**src/rtl/pwm_pair_pkg.sv**
```systemverilog
package pwm_pair_pkg;

    typedef enum logic [2:0] {
        A_CTL0 = 3'd0,
        A_CTL1 = 3'd1,
        A_FRQ0 = 3'd2,
        A_FRQ1 = 3'd3,
        A_VAL0 = 3'd4,
        A_VAL1 = 3'd5,
        A_MODE = 3'd6
    } reg_addr_e;

    typedef struct packed {
        logic       sel_cnt;
        logic       dc_force;
        logic       out_en;
        logic       clk_on;
        logic [2:0] src;
    } chan_ctl_t;

    typedef enum logic [1:0] {
        PH_OFF  = 2'd0,
        PH_HIGH = 2'd1,
        PH_LOW  = 2'd2
    } phase_e;

endpackage

```
**src/rtl/pwm_clk_gen.sv**
```systemverilog
module pwm_clk_gen #(
    parameter int DW   = 8,
    parameter int SYNC = 2
) (
    input  logic          clk,
    input  logic          rst_n,
    input  logic          en,
    input  logic [2:0]    src,
    input  logic [DW-1:0] div_n,
    input  logic          ext_clk,
    output logic          tick
);
    localparam int PRE_W = 6;

    logic [SYNC-1:0]  sync_q;
    logic             ext_prev_q;
    logic [PRE_W-1:0] pre_q;
    logic [DW-1:0]    div_q;
    logic             ext_rise;
    logic             src_tick;

    assign ext_rise = sync_q[SYNC-1] & ~ext_prev_q;

    always_comb begin
        if (!en) begin
            src_tick = 1'b0;
        end else if (src[2]) begin
            src_tick = ext_rise;
        end else begin
            unique case (src[1:0])
                2'd0:    src_tick = 1'b1;
                2'd1:    src_tick = &pre_q[1:0];
                2'd2:    src_tick = &pre_q[3:0];
                default: src_tick = &pre_q[5:0];
            endcase
        end
    end

    assign tick = src_tick && (div_q == div_n);

    always_ff @(posedge clk) begin
        if (!rst_n) begin
            sync_q     <= '0;
            ext_prev_q <= 1'b0;
            pre_q      <= '0;
            div_q      <= '0;
        end else begin
            sync_q     <= {sync_q[SYNC-2:0], ext_clk};
            ext_prev_q <= sync_q[SYNC-1];
            pre_q      <= en ? pre_q + 1'b1 : '0;
            if (!en) begin
                div_q <= '0;
            end else if (src_tick) begin
                div_q <= (div_q == div_n) ? '0 : div_q + 1'b1;
            end
        end
    end

    // no counting pulse while the clock path is off
    p_idle_no_tick_r9: assert property (@(posedge clk) disable iff (!rst_n)
        !en |-> !tick);

    // with N above zero, two counting pulses are never adjacent
    p_tick_gap_r4: assert property (@(posedge clk) disable iff (!rst_n)
        (tick && div_n != '0) |=> (!tick || !$stable(div_n)));

endmodule

```
**src/rtl/pwm_pulse_core.sv**
```systemverilog
module pwm_pulse_core
    import pwm_pair_pkg::*;
#(
    parameter int DW = 8
) (
    input  logic               clk,
    input  logic               rst_n,
    input  logic               wide,
    input  logic [1:0]         tick,
    input  logic [1:0]         clk_on,
    input  logic [1:0]         out_en,
    input  logic [1:0]         dc_force,
    input  logic [1:0]         cnt_wr,
    input  logic [1:0]         cmp_wr,
    input  logic [1:0]         flag_clr,
    input  logic [DW-1:0]      wdata,
    output logic [1:0][DW-1:0] cnt_o,
    output logic [1:0][DW-1:0] pend_o,
    output logic [1:0]         flag_o,
    output logic [1:0]         pin_o
);
    localparam logic [DW-1:0] TOP = '1;

    logic [1:0][DW-1:0] cnt_q, cnt_d, pend_q, pend_d, act_q, act_d;
    logic [1:0]         flag_q;
    logic [1:0]         run, adv, wrap, load_act, set_flag, lvl;
    logic               roll16, lvl_w;

    always_comb begin
        run[0] = clk_on[0];
        run[1] = wide ? clk_on[0] : clk_on[1];
        adv[0] = tick[0];
        adv[1] = wide ? (tick[0] && cnt_q[0] == TOP) : tick[1];
        for (int i = 0; i < 2; i++) begin
            wrap[i] = adv[i] && (cnt_q[i] == TOP);
        end
        roll16      = wide && wrap[0] && wrap[1];
        set_flag[0] = wide ? roll16 : wrap[0];
        set_flag[1] = !wide && wrap[1];
        for (int i = 0; i < 2; i++) begin
            load_act[i] = !run[i] || (wide ? roll16 : wrap[i]);
            cnt_d[i]    = cnt_wr[i] ? wdata : (adv[i] ? cnt_q[i] + 1'b1 : cnt_q[i]);
            pend_d[i]   = cmp_wr[i] ? wdata : pend_q[i];
            act_d[i]    = load_act[i] ? pend_d[i] : act_q[i];
            lvl[i]      = cnt_d[i] < act_d[i];
        end
        lvl_w = {cnt_d[1], cnt_d[0]} < {act_d[1], act_d[0]};
    end

    always_ff @(posedge clk) begin
        if (!rst_n) begin
            cnt_q  <= '0;
            pend_q <= '0;
            act_q  <= '0;
            flag_q <= '0;
        end else begin
            cnt_q  <= cnt_d;
            pend_q <= pend_d;
            act_q  <= act_d;
            flag_q <= (flag_q & ~flag_clr) | set_flag;
        end
    end

    for (genvar g = 0; g < 2; g++) begin : g_ch
        phase_e ph_q, ph_d;
        logic   hi;

        assign hi = (g == 0 && wide) ? lvl_w : lvl[g];

        always_comb begin
            unique case (ph_q)
                PH_OFF:  ph_d = !run[g] ? PH_OFF : (hi ? PH_HIGH : PH_LOW);  // START
                PH_HIGH: ph_d = !run[g] ? PH_OFF : (hi ? PH_HIGH : PH_LOW);  // MATCH / STOP
                PH_LOW:  ph_d = !run[g] ? PH_OFF : (hi ? PH_HIGH : PH_LOW);  // ROLL / STOP
                default: ph_d = PH_OFF;
            endcase
        end

        always_ff @(posedge clk) begin
            if (!rst_n) ph_q <= PH_OFF;
            else        ph_q <= ph_d;
        end

        assign pin_o[g] = !out_en[g] | (dc_force[g] & !wide) | ((g == 1) && wide)
                        | (ph_q == PH_HIGH);

        // the asserted phase only exists while the count is below the compare
        p_high_below_cmp_r6: assert property (@(posedge clk) disable iff (!rst_n)
            (ph_q == PH_HIGH && !wide && !$past(wide)) |-> (cnt_q[g] < act_q[g]));
    end

    assign cnt_o  = cnt_q;
    assign pend_o = pend_q;
    assign flag_o = flag_q;

    // a wrap always leaves the flag set
    p_roll_flag_r5: assert property (@(posedge clk) disable iff (!rst_n)
        set_flag[0] |=> flag_q[0]);

    // a stopped channel holds its count unless software loads it
    p_hold_r9: assert property (@(posedge clk) disable iff (!rst_n)
        (!run[0] && !cnt_wr[0]) |=> $stable(cnt_q[0]));

    // force bit drives channel 0 high in 8-bit mode
    p_dc_high_r11: assert property (@(posedge clk) disable iff (!rst_n)
        (dc_force[0] && !wide) |-> pin_o[0]);

    // second pin parked high in joined mode
    p_wide_pin1_r12: assert property (@(posedge clk) disable iff (!rst_n)
        wide |-> pin_o[1]);

endmodule

```
**src/rtl/pwm_pair.sv**
```systemverilog
module pwm_pair
    import pwm_pair_pkg::*;
#(
    parameter int DW   = 8,
    parameter int SYNC = 2
) (
    input  logic          clk,
    input  logic          rst_n,
    input  logic          bus_wr,
    input  logic [2:0]    bus_addr,
    input  logic [DW-1:0] bus_wdata,
    output logic [DW-1:0] bus_rdata,
    input  logic          ext_pwm_clk,
    output logic [1:0]    pwm_out
);
    localparam int CTL_W = $bits(chan_ctl_t);

    chan_ctl_t          ctl_q [2];
    logic [1:0][DW-1:0] frq_q;
    logic               wide_q;
    logic [1:0]         tick, clk_on, out_en, dc_force, cnt_wr, cmp_wr, flag_clr, flag;
    logic [1:0][DW-1:0] cnt, pend;

    always_ff @(posedge clk) begin
        if (!rst_n) begin
            ctl_q[0] <= '0;
            ctl_q[1] <= '0;
            frq_q    <= '0;
            wide_q   <= 1'b0;
        end else if (bus_wr) begin
            unique case (bus_addr)
                A_CTL0:  ctl_q[0] <= chan_ctl_t'(bus_wdata[CTL_W-1:0]);
                A_CTL1:  ctl_q[1] <= chan_ctl_t'(bus_wdata[CTL_W-1:0]);
                A_FRQ0:  frq_q[0] <= bus_wdata;
                A_FRQ1:  frq_q[1] <= bus_wdata;
                A_MODE:  wide_q   <= bus_wdata[0];
                default: ;
            endcase
        end
    end

    for (genvar g = 0; g < 2; g++) begin : g_path
        logic en_path;
        assign en_path     = (g == 0) ? ctl_q[0].clk_on : (ctl_q[1].clk_on && !wide_q);
        assign clk_on[g]   = ctl_q[g].clk_on;
        assign out_en[g]   = ctl_q[g].out_en;
        assign dc_force[g] = ctl_q[g].dc_force;
        assign cnt_wr[g]   = bus_wr && (bus_addr == 3'(A_VAL0 + g)) && ctl_q[g].sel_cnt;
        assign cmp_wr[g]   = bus_wr && (bus_addr == 3'(A_VAL0 + g)) && !ctl_q[g].sel_cnt;
        assign flag_clr[g] = bus_wr && (bus_addr == A_MODE) && !bus_wdata[1+g];

        pwm_clk_gen #(.DW(DW), .SYNC(SYNC)) u_clk (
            .clk     (clk),
            .rst_n   (rst_n),
            .en      (en_path),
            .src     (ctl_q[g].src),
            .div_n   (frq_q[g]),
            .ext_clk (ext_pwm_clk),
            .tick    (tick[g])
        );
    end

    pwm_pulse_core #(.DW(DW)) u_core (
        .clk      (clk),
        .rst_n    (rst_n),
        .wide     (wide_q),
        .tick     (tick),
        .clk_on   (clk_on),
        .out_en   (out_en),
        .dc_force (dc_force),
        .cnt_wr   (cnt_wr),
        .cmp_wr   (cmp_wr),
        .flag_clr (flag_clr),
        .wdata    (bus_wdata),
        .cnt_o    (cnt),
        .pend_o   (pend),
        .flag_o   (flag),
        .pin_o    (pwm_out)
    );

    always_comb begin
        bus_rdata = '0;
        unique case (bus_addr)
            A_CTL0:  bus_rdata = DW'(ctl_q[0]);
            A_CTL1:  bus_rdata = DW'(ctl_q[1]);
            A_FRQ0:  bus_rdata = frq_q[0];
            A_FRQ1:  bus_rdata = frq_q[1];
            A_VAL0:  bus_rdata = ctl_q[0].sel_cnt ? cnt[0] : pend[0];
            A_VAL1:  bus_rdata = ctl_q[1].sel_cnt ? cnt[1] : pend[1];
            A_MODE:  bus_rdata = DW'({flag, wide_q});
            default: bus_rdata = '0;
        endcase
    end

endmodule

```
**config.mk**
```make
export PLATFORM = sky130hd
export DESIGN_NAME = pwm_pair
export DESIGN_NICKNAME = d
export VERILOG_FILES = /design/src/rtl/pwm_pair_pkg.sv /design/src/rtl/pwm_clk_gen.sv /design/src/rtl/pwm_pulse_core.sv /design/src/rtl/pwm_pair.sv
export SDC_FILE = /design/constraint.sdc
export NUM_CORES = 1
export LEC_CHECK = 0
export BUFFER_PORTS_ARGS = -buffer_cell sky130_fd_sc_hd__clkbuf_2
export CAP_MARGIN = 5
export CORE_MARGIN = 5
export CORE_UTILIZATION = 40
export DETAILED_ROUTE_END_ITERATION = 10
export GPL_TIMING_DRIVEN = 0
export HOLD_SLACK_MARGIN = 0.12
export PLACE_DENSITY = 0.53
export REMOVE_ABC_BUFFERS = 1
export SYNTH_ARGS = -nofsm -noshare
export SYNTH_HDL_FRONTEND = slang
export SYNTH_SLANG_ARGS = --single-unit
```
**constraint.sdc**
```tcl
create_clock -name clk -period 4 [get_ports clk]
set_clock_uncertainty 0.05 [all_clocks]
set_input_delay 0.8 -clock clk [delete_from_list [all_inputs] [get_ports clk]]
set_output_delay 0.8 -clock clk [all_outputs]
set_load 0.01 [all_outputs]
```
# Yosys cells after proc, flatten, opt, wreduce, memory -nomap -nowiden
# Memories as Yosys holds them, arrays and structs flattened.
# Index checks and enable logic that the tools add are counted.
dict set report word_totals {
  register_bits 105
  latchBits 0
  ramBits 14
  romBits 0
  input_bits 15
  out_inout_bits 10
  n_memories 1
}
# name words word_bits rd rd_clocked_by_memory_dff write_ports line
set mem_list {}
lappend mem_list {ctl_q 2 7 2 0 2 pwm_pair.sv:18} ;# chan_ctl_t ctl_q [2];
dict set report classes {
  add_sub_neg 6
  n_mul 0
  div_mod_pow 0
  n_lt_le_gt_ge 3
  n_eq_ne 18
  n_shift 0
  n_mux 37
  bitwise_logic 16
  reduce_logical 48
}
# op count
set op_table {}
lappend op_table {{8-bit 2-to-1 mux} 12}
lappend op_table {{8-bit case mux with 7 select lines} 1}
lappend op_table {{8-bit by 1-bit adder with 8-bit output (second input constant)} 4}
lappend op_table {{1-bit 2-to-1 mux} 18}
lappend op_table {{1-bit logical AND} 17}
lappend op_table {{8-bit equality test} 2}
lappend op_table {{8-bit equality test (second input constant)} 2}
lappend op_table {{16-bit less-than comparator} 1}
lappend op_table {{8-bit less-than comparator} 2}
lappend op_table {{7-bit 2-to-1 mux} 2}
lappend op_table {{2-bit AND reduction} 7}
lappend op_table {{6-bit by 1-bit adder with 6-bit output (second input constant)} 2}
lappend op_table {{6-bit AND reduction} 2}
lappend op_table {{3-bit equality test (second input constant)} 3}
lappend op_table {{1-bit zero test} 9}
lappend op_table {{2-bit by 1-bit equality test with 1-bit output (second input constant)} 4}
lappend op_table {{2-bit equality test (second input constant)} 4}
lappend op_table {{2-bit zero test} 4}
lappend op_table {{4-bit AND reduction} 2}
lappend op_table {{1-bit bitwise OR} 7}
lappend op_table {{3-bit by 2-bit equality test with 1-bit output (second input constant)} 2}
lappend op_table {{1-bit case mux with 3 select lines} 2}
lappend op_table {{3-bit AND reduction} 2}
lappend op_table {{3-bit OR reduction} 2}
lappend op_table {{9 further kinds} 15}

# Logic depth before layout (Yosys ltp)
dict set report depth {
  depth_word 15
  mapped_depth 16
  mapped_depth_nobuf 14
}

# Cells and area by module
# Synthesis repeated with hierarchy kept, for this count alone.
dict set report unflattened {
  cells_unflattened 685
  hier_area_um2 6508.7
}
# mod n_inst cells_each area_per_inst_um2
set by_module_without_submodules {}
lappend by_module_without_submodules {pwm_pulse_core 1 317 2894.0}
lappend by_module_without_submodules {pwm_pair 1 176 1865.5}
lappend by_module_without_submodules {pwm_clk_gen 2 96 874.6}

# Worst setup path before layout
# Ideal clock, no wire load.
dict set report synth_path {
  path_type {input to register}
  from {input bus_addr[2]}
  to {register u_core.g_ch[0].ph_q[0]}
  setup_time_ps 60
  arrival_time_ps 3518
  t_required_ps 3890
  slack_ps 372
  stages 12
  n_path_buf 1
  path_cell_list {clkbuf_1 -> nand2_1 -> nor3b_2 -> mux2_2 -> mux2i_1 -> ha_1 -> and4_1 -> a41o_1 -> o311a_1 -> a221oi_1 -> o31a_1 -> and3b_1}
}
dict set report synth_between {
  elab_chain_cells 8
  word_cells_on_any_way 18
}
# item line
set synth_rtl {}
lappend synth_rtl {{from (decl)} pwm_pair.sv:10} ;# input logic [2:0] bus_addr,
lappend synth_rtl {{3-bit equality test} {pwm_pair.sv:48, pwm_pair.sv:49}}
lappend synth_rtl {{1-bit logical AND} {pwm_pair.sv:48, pwm_pair.sv:49}}
lappend synth_rtl {{1-bit logical AND} pwm_pair.sv:49} ;# assign cmp_wr[g] = bus_wr && (bus_addr == 3'(A_VAL0 + g)) && !ctl_q[g].sel_cnt;
lappend synth_rtl {{8-bit 2-to-1 mux} pwm_pulse_core.sv:43} ;# pend_d[i] = cmp_wr[i] ? wdata : pend_q[i];
lappend synth_rtl {{8-bit 2-to-1 mux} pwm_pulse_core.sv:44} ;# act_d[i] = load_act[i] ? pend_d[i] : act_q[i];
lappend synth_rtl {{16-bit less-than comparator or 8-bit less-than comparator (tied branches)} {pwm_pulse_core.sv:47, pwm_pulse_core.sv:45}}
lappend synth_rtl {{1-bit 2-to-1 mux *} pwm_pulse_core.sv:68} ;# assign hi = (g == 0 && wide) ? lvl_w : lvl[g];
lappend synth_rtl {{2-bit 2-to-1 mux *} {pwm_pulse_core.sv:72, pwm_pulse_core.sv:73, pwm_pulse_core.sv:74}}
lappend synth_rtl {{to (signal assigned)} pwm_pulse_core.sv:81} ;# else ph_q <= ph_d;
lappend synth_rtl {{to (decl)} pwm_pulse_core.sv:65} ;# phase_e ph_q, ph_d;
# Mark *: on every way between the ends. The rest lies on a longest branch, timed or not.
# A chain may end at the register's enable or synchronous reset.

# Worst setup path after layout
dict set report layout_path {
  from {input bus_addr[0]}
  to {register u_core.g_ch[0].ph_q[0]}
}
# The elaborated chain is that of the path after synthesis.

==> results.md <==
* DR vias at 5313
* Startpoint Class: input port
* Tot Pwr at 3.07 mW
* Main area contributors after synthesis: dfxtp_1 33%, mux2i_1 7.1%, edfxtp_1 6.8%
* Crit Path Class: in2reg
* Min-delay worst type: reg2reg
* Core Area at 0.0151 mm²
* Crit path DAT at between 4 and 5 ns
* Slowest-stage cell, CP: mux2_2
* Status: finished, final reports clean
* Final GP Congestion at slightly below 0.9
* Register area share after synthesis at 0.399
* Top_reg_cell synth: dfxtp_1
* Crit-path max cell delay at 0.34 ns
* Most Crowded Layer GR: met2
* TritonCTS Buffers at 17
* Setup violations, final at 0
* Routing usage on met2 at 0.312
* First-pass GRT wire length at 27.3 mm
* Largest area contributor in the netlist: dfxtp_1
* Crit. End Element: flip-flop
* Clk sinks at 116
* Max-cap violations at 0
* Drt first pass iters at 6
* Slew HR at 0.372
* Number of synthesized flops with an enable pin at 14
* CP dominant cell by count: buf_4
* Top Ports at 25
* Tightest Pin Transition at 0.940 ns
* Vias in the first global route at 5119
* Commonest cells in the netlist: 102 x dfxtp_1, 92 x nand2_1, 62 x nor2_1, 59 x a21oi_1, 44 x mux2i_1
* Gr usage total at 0.196
* Initial core utilization at 0.407
* Hold Fails Final Rpt at 0
* Power Dens Cells at 426 mW/mm²
* Filler instances at 1470
* WL/cell at 18.4 µm
* Drt drc at 0
* Clock insertion delay at the later pin of the skew report at 0.42 ns
* Tcrit/Tclk final at 0.960
* Max VDD drop at 0.378 mV
* Synthesized cell area at ~0.0062 mm²
* Leakage at 2.96 nW
* Most frequent cell after synthesis: dfxtp_1
* Root buffer cell: clkbuf_16
* CTS tree: built
* Fin. max-slew vios at 0
* CTS Buffer Depth at 2
* Post-cts hold buffer count at 0
* Multi-input logic area at 0.00361 mm²
* Dpl cells at 885
* Antenna viol nets, final at 0
* Antenna cells at 0
* Critical-path cell list: clkbuf_2, nor2b_2, nand2_1, nor3b_4, buf_4, buf_4, mux2_2, mux2i_1, ha_1, and2_1, a41o_1, buf_4, a221oi_2, o31a_1, and3b_1
* Htree depth at 4
* Clock Pin Slew Worst Setup and Hold Paths at ~0.06 ns
* DP HPWL at 12.1 mm
* FFs w/ async S/R, synth at 0
* Std cell rows at 45
* CP delay by family, top: simple AND/OR/NAND/NOR gates
* WP buf/inv at 4
* Port bufs at 24
* Mapped Cells at 707
* Largest net degree at the start of global routing at 36
* Crit path time final at approximately 3.8 ns
* Avg Cell Area, Syn at 8.72 µm²
* Post-synth top area share at 0.331
* Die footprint at 0.0180 mm²
* Final #Nets at between 700 and 800
* Maximum clock frequency at between 200 and 300 MHz
* Met3 usage at 0.0536
* Yosys warning count at 0
* Share of layout cells above drive strength 1 at 0.142
* P&R area growth vs syn at 17.0%
* DR iter-0 viols at between 400 and 500
* Worst Path Max Fanout at 12
* Initial antenna violation count at 0
* Met1 GRT Util at 0.258
* #FFs+latches synth at 116
* Post-synth cell types at 60
* Register area at 0.00246 mm²
* Final wirelength at 17.2 mm
* Die Ht at approximately 130 µm
* Hold WS at 0.382 ns
* Global route overflow at 0
* Post-Layout Cell Count at 933
* Drt via density at 5.69
* Die W at between 100 and 150 µm
* CP required at between 4 and 5 ns
[cell families (layout without fill, tap and decap cells)]
logic type      Yosys count  count (layout)  synth area share
fa+ha+maj                22              22            0.0446
xor+xnor                 43              43            0.0611
mux                      55              55            0.0915
buf+inv                  51              89            0.0341
flops                   116             116             0.399
simple gates            279             279             0.219
compound gates          141             141             0.150
[metrics by stage]
step	util	setup TNS [ns]	cell area [µm²]	setup slack (ns)
floorplan	-	0	6010	0.0940
global placement	0.420	-2.82	6370	-1.16
detailed placement	0.423	-2.15	6410	-0.815
CTS	0.469	0	7100	0.00152
global route	0.476	-0.0855	7210	-0.0491
finish	0.476	0	7210	0.158
[placed cells by master, fill, tap and decap left out, types with 7 or more instances in the layout]
cell,instances
and2_1,17
mux2_2,11
nand3_1,34
nor2b_1,7
mux2i_1,44
nor4_1,7
nor2_1,62
edfxtp_1,14
o21ai_0,20
clkbuf_16,17
buf_4,14
and3_1,15
dfxtp_1,102
clkbuf_2,24
xnor2_1,23
inv_1,14
nand2_1,92
a21o_1,8
o211a_1,7
a21oi_1,58
a211oi_1,9
nand4_1,12
xor2_1,20
ha_1,21
[layout make-up]
class,count,share of cell area
multi-input combinational,540,0.501
sequential,116,0.341
clock buffer,21,0.0638
timing repair buffer,42,0.0421
tap,188,0.0326
clock inverter,11,0.0118
inverter,15,0.00780
[path summary, 6_finish.rpt]
kind | from | endpoint | slack, ns | cells after the start
max | bus_addr[0] | u_core.g_ch[0].ph_q[0]$_SDFF_PN0_ | 0.16 | 15
min | g_path[0].u_clk.sync_q[0]$_SDFF_PN0_ | g_path[0].u_clk.sync_q[1]$_SDFF_PN0_ | 0.38 | 1
max reg2reg | g_path[1].u_clk.pre_q[0]$_SDFF_PN0_ | u_core.g_ch[0].ph_q[0]$_SDFF_PN0_ | 0.18 | 17
min reg2reg | g_path[0].u_clk.sync_q[0]$_SDFF_PN0_ | g_path[0].u_clk.sync_q[1]$_SDFF_PN0_ | 0.38 | 1
[power breakdown]
| part | switching, mW | internal, mW | leakage [nW] |
|---|---|---|---|
| Sequential | 0.0491 | 1.22 | 0.962 |
| Clock | 0.529 | 0.874 | 0.263 |
| Combinational | 0.234 | 0.166 | 1.73 |
[routing by layer]
| layer | routed length, µm | vias to the layer above |
|---|---|---|
| li1 | - | 2580 |
| met1 | 7780 | 2537 |
| met2 | 7930 | 165 |
| met3 | 1070 | 31 |
| met4 | 409 | 0 |
| met5 | 0 | - |
[flip-flops by register name (all words and copies together), names as in the netlist, 2 cells and up]
signal	count
frq_q	16
u_core.g_ch.ph_q	4
u_core.act_q	16
u_core.flag_o	2
u_core.pend_o	16
g_path.u_clk.pre_q	12
u_core.cnt_o	16
ctl_q	14
g_path.u_clk.sync_q	2
g_path.u_clk.div_q	16
[worst reg2reg max path: cells and delay by family, from the launching register on]
family                     cells  cell delay, ns
buffers and inverters          3            0.51
AOI/OAI and AO/OA              6            1.36
adders and majority gates      2            0.44
muxes                          1            0.12
and+or+nand+nor                5            0.87
DFF                            1            0.38
[timing repair]
action	CTS	global route
setup endpoints to repair	4	2
resized for setup	8	13
pin swaps	4	5
setup buffers	8	8
Power figures use the tool's default switching activity.
